==> config.mk <==
export PLATFORM = sky130hd
export DESIGN_NAME = uart_host_regs
export DESIGN_NICKNAME = d
export VERILOG_FILES = /design/src/rtl/uhr_pkg.sv /design/src/rtl/uhr_decode.sv /design/src/rtl/uhr_ctrl_reg.sv /design/src/rtl/uhr_status_irq.sv /design/src/rtl/uhr_fsm.sv /design/src/rtl/uart_host_regs.sv
export SDC_FILE = /design/constraint.sdc
export NUM_CORES = 1
export LEC_CHECK = 0
export ABC_AREA = 1
export BUFFER_PORTS_ARGS = -buffer_cell sky130_fd_sc_hd__buf_2
export CORE_MARGIN = 8
export CORE_UTILIZATION = 49
export DETAILED_ROUTE_END_ITERATION = 10
export GPL_TIMING_DRIVEN = 0
export PLACE_DENSITY = 0.77
export SLEW_MARGIN = 20
export SYNTH_ARGS = -nofsm -noshare
export SYNTH_HDL_FRONTEND = slang
export SYNTH_HIERARCHICAL = 1
export SYNTH_SLANG_ARGS = --single-unit
==> constraint.sdc <==
create_clock -name clk -period 1.52 [get_ports clk]
set_input_delay 0.304 -clock clk [delete_from_list [all_inputs] [get_ports clk]]
set_output_delay 0.304 -clock clk [all_outputs]
set_load 0.03 [all_outputs]
==> src/rtl/uhr_pkg.sv <==
package uhr_pkg;

    typedef enum logic [1:0] {
        ST_IDLE   = 2'd0,
        ST_ACCESS = 2'd1,
        ST_HOLD   = 2'd2
    } acc_state_e;

    typedef enum logic [2:0] {
        OP_NONE       = 3'd0,
        OP_RX_READ    = 3'd1,
        OP_TX_WRITE   = 3'd2,
        OP_STAT_READ  = 3'd3,
        OP_STAT_NULL  = 3'd4,
        OP_CTRL_READ  = 3'd5,
        OP_CTRL_WRITE = 3'd6
    } bus_op_e;

endpackage

==> src/rtl/uhr_decode.sv <==
module uhr_decode
    import uhr_pkg::*;
(
    input  logic       cs,
    input  logic [1:0] addr,
    input  logic       we,
    output bus_op_e    op
);

    always_comb begin
        op = OP_NONE;
        if (cs) begin
            unique casez (addr)
                2'b00: op = we ? OP_TX_WRITE  : OP_RX_READ;
                2'b01: op = we ? OP_STAT_NULL : OP_STAT_READ;
                2'b1?: op = we ? OP_CTRL_WRITE : OP_CTRL_READ;
                default: op = OP_NONE;
            endcase
        end
    end

endmodule

==> src/rtl/uhr_ctrl_reg.sv <==
module uhr_ctrl_reg #(
    parameter int DATA_W = 8,
    parameter int SEL_W  = 3
) (
    input  logic              clk,
    input  logic              rst_n,
    input  logic              load,
    input  logic [DATA_W-1:0] wdata,
    output logic [DATA_W-1:0] ctrl
);

    localparam int TIE_BIT = DATA_W - 1;
    localparam int RIE_BIT = DATA_W - 2;

    logic [DATA_W-1:0] keep_mask;

    // Only the two enables and the baud select hold state; the rest read zero.
    for (genvar i = 0; i < DATA_W; i++) begin : g_mask
        if (i == TIE_BIT || i == RIE_BIT || i < SEL_W) begin : g_keep
            assign keep_mask[i] = 1'b1;
        end else begin : g_zero
            assign keep_mask[i] = 1'b0;
        end
    end

    always_ff @(posedge clk or negedge rst_n) begin
        if (!rst_n) begin
            ctrl <= '0;
        end else if (load) begin
            ctrl <= wdata & keep_mask;
        end
    end

endmodule

==> src/rtl/uhr_status_irq.sv <==
module uhr_status_irq #(
    parameter int DATA_W = 8
) (
    input  logic              rx_full,
    input  logic              tx_empty,
    input  logic              overrun,
    input  logic              tie,
    input  logic              rie,
    output logic [DATA_W-1:0] status,
    output logic              irq
);

    always_comb begin
        status             = '0;
        status[DATA_W-1]   = tx_empty;
        status[DATA_W-2]   = rx_full;
        status[0]          = overrun;
    end

    logic rx_src;
    logic tx_src;

    assign rx_src = rie & (rx_full | overrun);
    assign tx_src = tie & tx_empty;
    assign irq    = rx_src | tx_src;

endmodule

==> src/rtl/uhr_fsm.sv <==
module uhr_fsm
    import uhr_pkg::*;
#(
    parameter int DATA_W = 8
) (
    input  logic              clk,
    input  logic              rst_n,
    input  logic              cs,
    input  bus_op_e           op,
    input  logic [DATA_W-1:0] wdata,
    input  logic [DATA_W-1:0] rx_data,
    input  logic [DATA_W-1:0] status,
    input  logic [DATA_W-1:0] ctrl,
    output logic              ctrl_load,
    output logic [DATA_W-1:0] rdata,
    output logic              rdata_oe,
    output logic              tx_load,
    output logic [DATA_W-1:0] tx_data,
    output logic              rx_read
);

    acc_state_e        state_q;
    acc_state_e        state_d;
    bus_op_e           op_q;
    logic [DATA_W-1:0] rd_buf;
    logic [DATA_W-1:0] wr_buf;
    logic              start;
    logic [DATA_W-1:0] rd_sel;

    assign start = (state_q == ST_IDLE) && (op != OP_NONE);

    always_comb begin
        state_d = state_q;
        unique case (state_q)
            ST_IDLE:   if (start) state_d = ST_ACCESS;
            ST_ACCESS: state_d = cs ? ST_HOLD : ST_IDLE;
            ST_HOLD:   if (!cs) state_d = ST_IDLE;
            default:   state_d = ST_IDLE;
        endcase
    end

    always_ff @(posedge clk or negedge rst_n) begin
        if (!rst_n) begin
            state_q <= ST_IDLE;
        end else begin
            state_q <= state_d;
        end
    end

    always_comb begin
        unique case (op)
            OP_RX_READ:   rd_sel = rx_data;
            OP_STAT_READ: rd_sel = status;
            OP_CTRL_READ: rd_sel = ctrl;
            default:      rd_sel = '0;
        endcase
    end

    always_ff @(posedge clk or negedge rst_n) begin
        if (!rst_n) begin
            op_q   <= OP_NONE;
            rd_buf <= '0;
            wr_buf <= '0;
        end else if (start) begin
            op_q   <= op;
            rd_buf <= rd_sel;
            wr_buf <= wdata;
        end
    end

    assign ctrl_load = start && (op == OP_CTRL_WRITE);

    always_comb begin
        rdata_oe = 1'b0;
        rdata    = '0;
        tx_load  = 1'b0;
        tx_data  = wr_buf;
        rx_read  = 1'b0;
        unique case (state_q)
            ST_ACCESS: begin
                rdata_oe = (op_q == OP_RX_READ) || (op_q == OP_STAT_READ) ||
                           (op_q == OP_CTRL_READ);
                rdata    = rdata_oe ? rd_buf : '0;
                tx_load  = (op_q == OP_TX_WRITE);
                rx_read  = (op_q == OP_RX_READ);
            end
            ST_IDLE, ST_HOLD: begin
                rdata_oe = 1'b0;
            end
            default: begin
                rdata_oe = 1'b0;
            end
        endcase
    end

endmodule

==> src/rtl/uart_host_regs.sv <==
module uart_host_regs
    import uhr_pkg::*;
#(
    parameter int DATA_W = 8,
    parameter int SEL_W  = 3
) (
    input  logic              clk,
    input  logic              rst_n,
    input  logic              cs,
    input  logic [1:0]        addr,
    input  logic              we,
    input  logic [DATA_W-1:0] wdata,
    input  logic [DATA_W-1:0] rx_data,
    input  logic              rx_full,
    input  logic              tx_empty,
    input  logic              overrun,
    output logic [DATA_W-1:0] rdata,
    output logic              rdata_oe,
    output logic              tx_load,
    output logic [DATA_W-1:0] tx_data,
    output logic              rx_read,
    output logic [DATA_W-1:0] ctrl,
    output logic              irq
);

    bus_op_e           op;
    logic              ctrl_load;
    logic [DATA_W-1:0] status;

    uhr_decode u_decode (
        .cs   (cs),
        .addr (addr),
        .we   (we),
        .op   (op)
    );

    uhr_ctrl_reg #(.DATA_W(DATA_W), .SEL_W(SEL_W)) u_ctrl (
        .clk   (clk),
        .rst_n (rst_n),
        .load  (ctrl_load),
        .wdata (wdata),
        .ctrl  (ctrl)
    );

    uhr_status_irq #(.DATA_W(DATA_W)) u_stat (
        .rx_full  (rx_full),
        .tx_empty (tx_empty),
        .overrun  (overrun),
        .tie      (ctrl[DATA_W-1]),
        .rie      (ctrl[DATA_W-2]),
        .status   (status),
        .irq      (irq)
    );

    uhr_fsm #(.DATA_W(DATA_W)) u_fsm (
        .clk       (clk),
        .rst_n     (rst_n),
        .cs        (cs),
        .op        (op),
        .wdata     (wdata),
        .rx_data   (rx_data),
        .status    (status),
        .ctrl      (ctrl),
        .ctrl_load (ctrl_load),
        .rdata     (rdata),
        .rdata_oe  (rdata_oe),
        .tx_load   (tx_load),
        .tx_data   (tx_data),
        .rx_read   (rx_read)
    );

endmodule

=== Yosys cells after proc, flatten, opt, wreduce, memory -nomap -nowiden ===
Cells that the tools add are included.

* Register bits after elaboration: 26
* Input bits: 25
* Output and inout bits: 28
* Word-level logic and storage cells: 45

* Eq/ne operators: 13
* Mux-type cells: 15
* Bitwise operators: 4
* Reduce and logical (&&, ||, !) cells: 8

{| class="wikitable"
|+ Operators by type and width
! operator !! number
|-
| $pmux W8 S3 || 1
|-
| $mux W8 || 2
|-
| $mux W2 || 5
|-
| $eq A3 B2 Y1 const B || 3
|-
| $eq A3 B3 Y1 const B || 3
|-
| $pmux W3 S3 || 1
|-
| $eq A3 B1 Y1 const B || 2
|-
| $mux W3 || 2
|-
| $pmux W2 S3 || 1
|-
| $eq A2 B1 Y1 const B || 2
|-
| $logic_not A2 Y1 || 2
|-
| $mux W1 || 3
|-
| $reduce_bool A3 Y1 || 1
|-
| $and A1 B1 Y1 || 2
|-
| $eq A2 B2 Y1 const B || 1
|-
| $logic_and A1 B1 Y1 || 2
|-
| $logic_or A1 B1 Y1 || 2
|-
| $ne A2 B1 Y1 const B || 1
|-
| $ne A2 B2 Y1 const B || 1
|-
| $or A1 B1 Y1 || 2
|-
| $reduce_and A2 Y1 || 1
|}

=== Logic depth before layout (Yosys ltp) ===
Gate-level depths: netlist (run 1).

* Depth in word-level cells: 7
* Gate-level depth with buffers: 11
* Mapped depth without buffers: 9

=== Cells and area by module ===
Netlist (run 1), hierarchy kept.

{| class="wikitable"
|+ Modules (own cells, without submodules)
! module !! times used !! cells an instance !! area an instance (um^2) !! seq. area each (um^2)
|-
| uhr_fsm || 1 || 152 || 1,172.4 || 525.5
|-
| uhr_ctrl_reg || 1 || 25 || 211.5 || 125.1
|-
| uhr_status_irq || 1 || 12 || 76.3 || 0.0
|-
| uhr_decode || 1 || 9 || 41.3 || 0.0
|}

=== Worst setup path before layout (run 1) ===
No wires, ideal clock.

* Kind: register to output
* Start: register u_fsm.state_q[1]
* End: output rx_read
* Arrival: 1,548 ps
* Required time: 1,216 ps
* Setup slack: -332 ps
* Cell stages (with the launch flop): 4
* Buffers on the path: 0
* Cells stage by stage: dfrtp_1 > inv_1 > nand2_1 > nor4_1

* Longest elaborated chain between the ends: 2

{| class="wikitable"
|+ Ends and longest elaborated chain
! item !! RTL line !! source
|-
| start, declared || uhr_fsm.sv:22 || <nowiki>acc_state_e state_q;</nowiki>
|-
| start signal, assigned || uhr_fsm.sv:46 || <nowiki>state_q <= state_d;</nowiki>
|-
| $eq A2 B1 Y1 || uhr_fsm.sv:79 || <nowiki>unique case (state_q)</nowiki>
|-
| $mux W1 || uhr_fsm.sv:79 ||
|-
| end, declared || uart_host_regs.sv:21 || <nowiki>output logic rx_read,</nowiki>
|}

No other way between the ends.

=== Worst setup path in the final report (run 1) ===
* Start: register u_fsm.op_q[1]
* End: output rdata[0]

* Longest elaborated chain between the ends: 5
* Elaborated cells on any way between the ends: 7
* Classes of those cells: eq/ne: 3; mux: 2; reduce/logical: 2

{| class="wikitable"
|+ Ends and longest elaborated chain
! item !! RTL line !! source
|-
| start, declared || uhr_fsm.sv:24 || <nowiki>bus_op_e op_q;</nowiki>
|-
| start signal, assigned || uhr_fsm.sv:65 || <nowiki>op_q <= op;</nowiki>
|-
| $eq A3 B1 Y1 or $eq A3 B2 Y1 (tied branches) || uhr_fsm.sv:81 || <nowiki>rdata_oe = (op_q == OP_RX_READ) || (op_q == OP_STAT_READ) ||</nowiki>
|-
| $logic_or A1 B1 Y1 || uhr_fsm.sv:81 ||
|-
| $logic_or A1 B1 Y1 * || uhr_fsm.sv:81 ||
|-
| $mux W8 * || uhr_fsm.sv:83 || <nowiki>rdata = rdata_oe ? rd_buf : '0;</nowiki>
|-
| $mux W8 * || uhr_fsm.sv:79 ||
|-
| end, declared || uart_host_regs.sv:17 || <nowiki>output logic [DATA_W-1:0] rdata,</nowiki>
|}

Mark *: on every way between the ends. The rest lies on a longest branch, timed or not.

==> results of run 1 <==
worst min-delay path, cell delays in order:
cell and delay (ps):
buf_2 70, nand2_1 40, nand2_1 50
cell families after synthesis:
| logic type | after synthesis |
|---|---|
| DFF | 26 |
| other | 2 |
| buffers and inverters | 31 |
| AOI/OAI and AO/OA | 9 |
| and+or+nand+nor | 130 |
area by class of cell:
type / instances / area share (%)
Sequential cell: 26 / 32.34
Clock inverter: 1 / 1.484
Tap cell: 33 / 2.041
Clock buffer: 3 / 1.113
Multi-Input combinational cell: 148 / 36.12
Timing Repair Buffer: 55 / 16.64
Inverter: 10 / 1.979
Buffer: 21 / 8.287
per-layer routing:
metal  track usage [%]  part of all wire, %  up-vias  routed length (um)
li1                  -                    -      768                   -
met1             18.72                   43      696                1686
met2             26.12                   50       42                1983
met3             5.300                  6.4        2                 251
met4             3.464                 0.53        0                  21
met5                 0                    0        -                   0
stage by stage:
stage	std cells	utilization [%]	area, um2	power, mW
2_1_floorplan	204	-	1535	2.016
3_3_place_gp	286	61.18	1822	2.385
3_5_place_dp	286	61.18	1822	2.412
4_1_cts	295	66.89	1992	3.044
5_1_grt	297	67.94	2023	3.270
6_report	297	67.94	2023	3.068
state kept, by name, summed over array words and instances, names as in the netlist:
| name | cells |
|---|---|
| u_fsm/tx_data | 8 |
| u_ctrl/ctrl | 5 |
| u_fsm/state_q | 2 |
| u_fsm/rd_buf | 8 |
| u_fsm/op_q | 3 |
worst min-delay path by stage:
stage                  start                            to  slack (ps)
finish              wdata[4]  u_fsm/tx_data[4]$_DFFE_PN0P_         180
global route        wdata[3]  u_fsm/tx_data[3]$_DFFE_PN0P_         160
CTS                 wdata[5]  u_fsm/tx_data[5]$_DFFE_PN0P_         170
detailed placement     rst_n  u_fsm/state_q[1]$_DFFE_PN0P_         330
global placement       rst_n  u_fsm/state_q[1]$_DFFE_PN0P_         330
floorplan              rst_n    u_ctrl/ctrl[0]$_DFFE_PN0P_           8
power by group:
group	internal [mW]	total [mW]	switching (mW)
clock network	0.266	0.462	0.195
registers	0.945	1.17	0.224
logic	0.489	1.44	0.948
what timing repair did:
action | CTS | global route
setup endpoints to repair | 11 | 15
resized for setup | 21 | 5
hold buffers | 1 | 0
endpoints found under the hold margin | 26 | 0
gates cloned | 1 | 0
pin swaps | 6 | 6
setup buffers | 3 | 2
cells in the final DEF, fill, tap and decap left out, drive strengths merged:
cell	n
a21oi	5
buf	75
bufinv	1
clkbuf	3
conb	8
dfrtp	26
dlygate4sd3	1
inv	10
nand2	82
nand3	10
nand4	24
nor2	11
nor3	1
nor4	2
o21ai	5
==> summary by stage, run 1 <==
Status
The flow ran to the end, but the final reports show violations. The checks that failed: setup timing.

Placement
The wire-length estimate of the detail-placed layout is 2865 um. The worst setup slack before clock tree synthesis is -173.7 ps. During placement, the flow inserted port buffers numbering 49. The final RePlAce weighted congestion is 0.8443.

STA
The final number of hold-violating endpoints is 0. The max-slew violation count is 0. Setup repair after global routing could not meet its margin everywhere.

The slew at the pin with the worst max-slew slack is 561.6 ps. After layout, the minimum clock period comes to 1697 ps. After routing, the total negative slack on setup checks comes to -1457 ps. The worst path setup slack after routing is -177.3 ps. The maximum clock skew at final layout is 2.276 ps. The tightest hold path in the finished design has a slack of 179.0 ps.

The worst-case headroom to the max-slew limit is 62.56%. Setup violations remaining at the end of the flow were counted as 11. The upper clock frequency limit is 0.5892 GHz. The fraction of the cycle the final worst path needs is 111.7%.

Yosys
The portion of synthesized cell area occupied by the leading cell type is 43.33%. The portion of netlist area occupied by mux cells is 0%. By instance count, the leading cell after synthesis is nand2_1. The share of synthesized registers carrying an async set or reset is 100.0%. In the post-synthesis netlist, the biggest area contributors are dfrtp_1 (43%), nand2_1 (20%), nand4_1 (10%), buf_4 (7.5%), nand3_1 (3.3%). The area fraction in compound gates after synthesis is 3.750%.

The basic-gate share of the synthesized area counting and, or, nand and nor cells is 38.58%. The combinational family with the most area after synthesis is simple AND/OR/NAND/NOR gates. The distinct cell type count of the synthesized netlist is 22. The biggest area contributor in the post-synthesis netlist is dfrtp_1.

The primary flip-flop cell chosen by synthesis mapping is dfrtp_1. The mean cell area of the mapped netlist is 7.583 um2. The synthesized netlist devotes 0% of its cell area to XOR and XNOR gates. By count the netlist is led by nand2_1 (80), dfrtp_1 (26), nand4_1 (24), buf_4 (15). Sequential cells were found to cover 43.33% of the synthesized design area. The Yosys step of the flow raised 6 warnings. The synthesized-area fraction occupied by adder cells is 0%. The count of flip-flops with a built-in enable after synthesis is 0. The synthesized instance count is 198.

The mapped cell area is 0.001501 mm2. Counting flops and latches in the post-synthesis netlist gives 26.

Drt
In the final routed layout, each cell accounts on average for 13.27 um. Across all layers, the routed design uses 1508 vias. The violation count after the first detailed-routing iteration is 64. The final layout contains routed wiring with a total length of 3942 um. In this run the remaining antenna-violating nets after routing total 0. Dividing the detail-routed via count by the number of cells gives 5.077. The first TritonRoute pass finished after 4 iterations. The number of DRC violations after detailed routing is 0.

Clocking
The maximum level of the CTS H-tree is 1. The CTS sink count is 26. The number of buffers created by CTS is 3. The clock slew seen by the registers of the worst setup and hold paths is 140 ps.

CTS placed an instance of clkbuf_4 at the clock tree root. The clock network latency to the later pin of the worst-skew pair is 310 ps. The clock tree from TritonCTS is done.

In this run the deepest clock path goes through 2 buffers.

Setup path
The signal on the critical path passes through a21oi_4 > nand2_1 > nor2_1 > buf_4. By startpoint and endpoint, the worst setup path is classified as reg2out. The worst register-to-register path begins at u_fsm/state_q[1]$_DFFE_PN0P_.

The dominant delay contributor by cell family on the critical path is flip-flops. The most critical setup path has its endpoint at rdata[0]. Setup slack on the worst reg-to-reg path comes out at 100 ps. The category of the worst setup path launch point is a flop. The destination of the worst register-to-register timing path is u_ctrl/ctrl[7]$_DFFE_PN0P_. The maximum fanout along the worst path is 5. On the critical path, the stage with the largest delay is an instance of dfrtp_2.

The data required time of the worst path is 1220 ps. The number of cells on the worst reg-to-reg path is 7. The critical path starts at u_fsm/op_q[1]$_DFFE_PN0P_. The critical path data arrival time is 1390 ps. The number of gates on the worst path with buffers counted is 4.

The category of the worst setup path capture point is an output port. Counting both buffers and inverters, the worst setup path holds a total of 1. The peak per-stage delay on the critical path is 490 ps.

Die
The die covers 0.005092 mm2. The initial standard-cell utilization of the core is 50.42%. During I/O placement, the number of pins put on the boundary was 53. The die span in x is 71.36 um. The initialized floorplan defines 20 standard-cell rows. The floorplan core area is 0.002978 mm2. In this run the vertical extent of the chip is 71.36 um.

Min path
The tightest min-delay check is of the in2reg type. The worst hold path depth is 3.

Layout
The count of filler cells inserted in the layout is 274. After the last flow step, the layout net total stands at 290. Cells with a size suffix above 1 make up 38.64% of the layout. The combined area of the multi-input logic cells is 730.7 um2. The area growth from synthesis to layout is 34.75%.

The sequential cell area is 654.4 um2. The repair_antennas step left the layout with diodes totalling 0.

GRT
Entering global routing, the biggest net connects 27 pins. The overall fraction of global-route tracks in use is 15.59%. The initial antenna violation count is 0. The total global routing overflow is 0. The number of global-route vias before repair was 1449. The global-route wire length before repair is 6541 um.

Power
Summed over all cells, the static leakage comes to 1.101 nW. The power density of the placed cells is 1517 mW/mm2. VDD sags by at most 1.122 mV.

Job
The tool flagged a number of max-cap violations equal to 0.
Note: power is estimated with default switching activity, not from simulation.
==> inputs of run 2 (changes only) <==
--- a/config.mk
+++ b/config.mk
@@ -5,10 +5,10 @@
 export SDC_FILE = /design/constraint.sdc
 export NUM_CORES = 1
 export LEC_CHECK = 0
-export ABC_AREA = 1
+export ABC_AREA = 0
 export BUFFER_PORTS_ARGS = -buffer_cell sky130_fd_sc_hd__buf_2
 export CORE_MARGIN = 8
-export CORE_UTILIZATION = 49
+export CORE_UTILIZATION = 48
 export DETAILED_ROUTE_END_ITERATION = 10
 export GPL_TIMING_DRIVEN = 0
 export PLACE_DENSITY = 0.77
@@ -17,3 +17,4 @@
 export SYNTH_HDL_FRONTEND = slang
 export SYNTH_HIERARCHICAL = 1
 export SYNTH_SLANG_ARGS = --single-unit
+export TNS_END_PERCENT = 50
==> run 2 against run 1 <==
- the flow still finishes with violations (setup timing)
- synthesized cell count fell by 42%
- total power rose by 0.89%
- register-to-register slack got worse by 270 ps
- utilization rose by 4.2 points
- clock power fell by 26%
- sequential power barely moved
- via count fell by 26%
- hold slack improved by 31 ps
- non-clock buffer count fell by 1
- routed wire length fell by 11%
- final cell count fell by 27%
- sequential cell count did not move
==> summary by stage, run 2 <==
Setup path
The destination of the worst register-to-register timing path was u_ctrl/ctrl[7]$_DFFE_PN0P_ (unchanged). The slack of the worst reg-to-reg path is -170 ps (was 100 ps). The critical path data arrival time is 1500 ps (was 1390 ps). The maximum fanout along the worst path is 8 (was 5).

The last element of the critical path is rdata[4] (was rdata[0]). The beginning of the critical path is u_fsm/state_q[1]$_DFFE_PN0P_ (was u_fsm/op_q[1]$_DFFE_PN0P_). The reg-to-reg startpoint is u_fsm/state_q[1]$_DFFE_PN0P_ (unchanged). The critical path class is reg2out (unchanged). The category of the worst setup path capture point was an output port (unchanged).

The category of the worst setup path launch point is a flop (unchanged). The data required time of the worst path is 1220 ps (about the same). The number of cells on the worst reg-to-reg path is 5 (was 7).

Power
The power density of the placed cells came to 1570 mW/mm2 (was 1517 mW/mm2). The combinational group share of total power is 50.6% (was 46.8%). The leakage power summed over all cells is 0.9826 nW (was 1.101 nW). The switching power of the nets is 1.293 mW (was 1.367 mW).

The part of the total power dissipated in the clock network is 11.1% (was 15.0%). The total power draw is 3.095 mW (was 3.068 mW). The maximum resistive drop on vdd is 1.600 mV (was 1.122 mV). The fraction of power consumed by sequential logic was 38.3% (was 38.1%). The internal power component was 1.803 mW (was 1.701 mW). The switching power share of the total is 41.76% (was 44.57%).

Yosys
The count of flip-flops with a built-in enable after synthesis came to 0 (unchanged). The post-synthesis register bit count is 26 (unchanged). The mean cell area of the mapped netlist came to 11.99 um2 (was 7.583 um2).

The share of synthesized registers carrying an async set or reset is 100.0% (unchanged). The portion of synthesized cell area occupied by the leading cell type is 47.62% (was 43.33%). Leading post-synthesis cells by cell area: dfrtp_1 (48%), mux2_2 (11%), buf_4 (6.6%), a221o_1 (5.9%), mux2i_1 (5.9%) (was dfrtp_1 (43%), nand2_1 (20%), nand4_1 (10%), buf_4 (7.5%), nand3_1 (3.3%)). The proportion of synthesized chip area in sequential cells was 47.62% (was 43.33%).

The number of synthesis warnings is 6 (unchanged). The primary flip-flop cell chosen by synthesis mapping is dfrtp_1 (unchanged). The mapped cell area is 0.001366 mm2 (was 0.001501 mm2). The post-synthesis cell type with the largest combined area was dfrtp_1 (unchanged). Most common library cells after synthesis: dfrtp_1 (26), mux2_2 (13), buf_4 (12), and2_1 (9) (was nand2_1 (80), dfrtp_1 (26), nand4_1 (24), buf_4 (15)). The distinct cell type count of the synthesized netlist came to 29 (was 22). The synthesized instance count is 114 (was 198).

The most frequent cell after synthesis is dfrtp_1 (was nand2_1).

Layout
The number of non-filler instances in the completed layout was 216 (was 297). The count of inserted antenna diode cells was 0 (unchanged). The number of nets at the end of the flow is 211 (was 290). The most common cell after layout, fill and taps aside is buf_2 (was nand2_1). The share of post-route cells with drive strength above 1 came to 62.70% (was 38.64%). The synthesis-to-layout area growth was 44.32% (was 34.75%). Most frequent cells in the layout: buf_2 (39), dfrtp_1 (24), buf_4 (20) (was nand2_1 (79), buf_2 (40), buf_4 (29)). The count of filler cells inserted in the layout is 212 (was 274).

GRT
The number of global-route vias before repair is 1287 (was 1449). The global-route wire length before repair is 5892 um (was 6541 um). The initial antenna violation count came to 0 (unchanged). The maximum number of pins on one net before global-route repair came to 27 (unchanged). The overall fraction of global-route tracks in use is 14.49% (was 15.59%). The total global routing overflow is 0 (unchanged).

Clocking
The clock slew seen by the registers of the worst setup and hold paths was 130 ps (was 140 ps). The clock tree from TritonCTS is done (unchanged). The largest buffer count on any clock path is 2 (unchanged). The CTS sink count is 26 (unchanged). The clock network latency to the later pin of the worst-skew pair is 320 ps (was 310 ps). The maximum level of the CTS H-tree is 1 (unchanged). The clock root buffer was clkbuf_4 (unchanged). The number of buffers created by CTS is 3 (unchanged).

Die
The floorplan core area is 0.002734 mm2 (was 0.002978 mm2). The initial standard-cell utilization of the core is 49.98% (was 50.42%). The die span in x came to 69.35 um (was 71.36 um). The height of the die is 69.35 um (was 71.36 um).

The number of top-level pins is 53 (unchanged). The row count is 19 (was 20). The die area is 0.004809 mm2 (was 0.005092 mm2).

Drt
The number of DRC violations after detailed routing came to 0 (unchanged). The routed via count divided by cell count came to 5.134 (was 5.077). The overall via count from detail_route is 1109 (was 1508).

The remaining antenna violation count after routing was 0 (unchanged). The violation count after the first detailed-routing iteration is 32 (was 64). The iteration count of the initial detailed-routing pass was 4 (unchanged). The average wire length per cell after detail routing came to 16.31 um (was 13.27 um). The total wirelength of the detailed-routed design is 3524 um (was 3942 um).

STA
The slew at the pin with the worst max-slew slack is 705.2 ps (was 561.6 ps). The worst-case headroom to the max-slew limit was 52.89% (was 62.56%). The hold slack is 209.6 ps (was 179.0 ps). RSZ-0062 raised after global routing: yes (unchanged). The number of setup violations in the final report came to 25 (was 11). The worst path setup slack after routing is -280.3 ps (was -177.3 ps). The fraction of the cycle the final worst path needs is 118.4% (was 111.7%). The upper clock frequency limit is 0.5555 GHz (was 0.5892 GHz). The max-slew violation count came to 0 (unchanged). The shortest clock period the worst path allows after layout is 1800 ps (was 1697 ps).

The final number of hold-violating endpoints is 0 (unchanged). The total negative slack for setup checks came to -4524 ps (was -1457 ps). The maximum clock skew at final layout is 3.896 ps (was 2.276 ps).

Status
Violations in the final reports: setup timing (unchanged). Outcome: finished, violations left (unchanged).

Placement
The final HPWL from detailed placement is 2602 um (was 2865 um). The final RePlAce weighted congestion came to 0.7896 (was 0.8443). The worst setup slack before clock tree synthesis is -424.0 ps (was -173.7 ps).

The number of instances in the placed design is 200 (was 286). The number of I/O port buffers is 49 (unchanged).

Min path
The path type of the worst min-delay path is in2reg (unchanged).

Job
The max-cap violation count is 0 (unchanged).
[run 2: logic make-up after synthesis]
group | after synthesis | share of synthesized area (%)
AO/OA/AOI/OAI | 17 | 12.00
other | 2 | 0.5497
flip-flops | 26 | 47.62
buffers and inverters | 17 | 8.150
multiplexers | 22 | 17.67
AND/OR/NAND/NOR | 30 | 14.01
[run 2: worst max-delay path, cell delays in order, from the launching register on]
cell and delay (ps):
dfrtp_1 410, nand2b_4 160, a211oi_4 190, buf_6 160, and2_4 140, buf_6 120
[run 2: layout make-up]
class	count	area, um2	area share (%)
clock buffer	4	36.28	1.840
sequential	26	653.1	33.12
buffer	15	125.1	6.345
inverter	2	7.507	0.3807
tap	31	38.79	1.967
multi-input combinational	78	714.4	36.23
timing repair buffer	60	396.6	20.11
[run 2: power by group through the flow]
stage          combinational, mW  clock [mW]  sequential (mW)
6_report                    1.57       0.342             1.19
3_5_place_dp                1.33           0             1.21
2_1_floorplan              0.631           0             1.51
4_1_cts                     1.41       0.347             1.19
5_1_grt                     1.66       0.380             1.23
3_3_place_gp                1.31           0             1.18
[run 2: timing repair]
item / CTS / global route
setup endpoints to repair: 22 / 34
gates resized for setup: 24 / 7
gates cloned: 0 / 1
setup buffers: 4 / 6
pin swaps: 10 / 8
hold buffers: 1 / 0
endpoints found under the hold margin: 26 / 0
[run 2: stage by stage]
stage,utilization (%),cell area (um2)
2_1_floorplan,-,1455
3_3_place_gp,63.62,1739
3_5_place_dp,63.62,1739
4_1_cts,68.97,1886
5_1_grt,72.13,1972
6_report,72.13,1972
[run 2: metal layers]
layer | global-route usage, % | vias to the layer above | wire length (um)
met5 | 0 | - | 0
met2 | 27.15 | 40 | 1876
met1 | 14.69 | 528 | 1347
met3 | 6.152 | 4 | 286
met4 | 2.050 | 0 | 14
li1 | - | 537 | -
[run 2: worst min path at each step]
stage | from | endpoint | slack [ps] | cells past startpoint
detailed placement | rst_n | u_fsm/state_q[1]$_DFFE_PN0P_ | 330 | 1
finish | wdata[4] | u_fsm/tx_data[4]$_DFFE_PN0P_ | 210 | 2
floorplan | rst_n | u_ctrl/ctrl[0]$_DFFE_PN0P_ | 8 | 0
global route | wdata[4] | u_fsm/tx_data[4]$_DFFE_PN0P_ | 200 | 2
global placement | rst_n | u_fsm/state_q[1]$_DFFE_PN0P_ | 320 | 1
CTS | wdata[4] | u_fsm/tx_data[4]$_DFFE_PN0P_ | 200 | 2
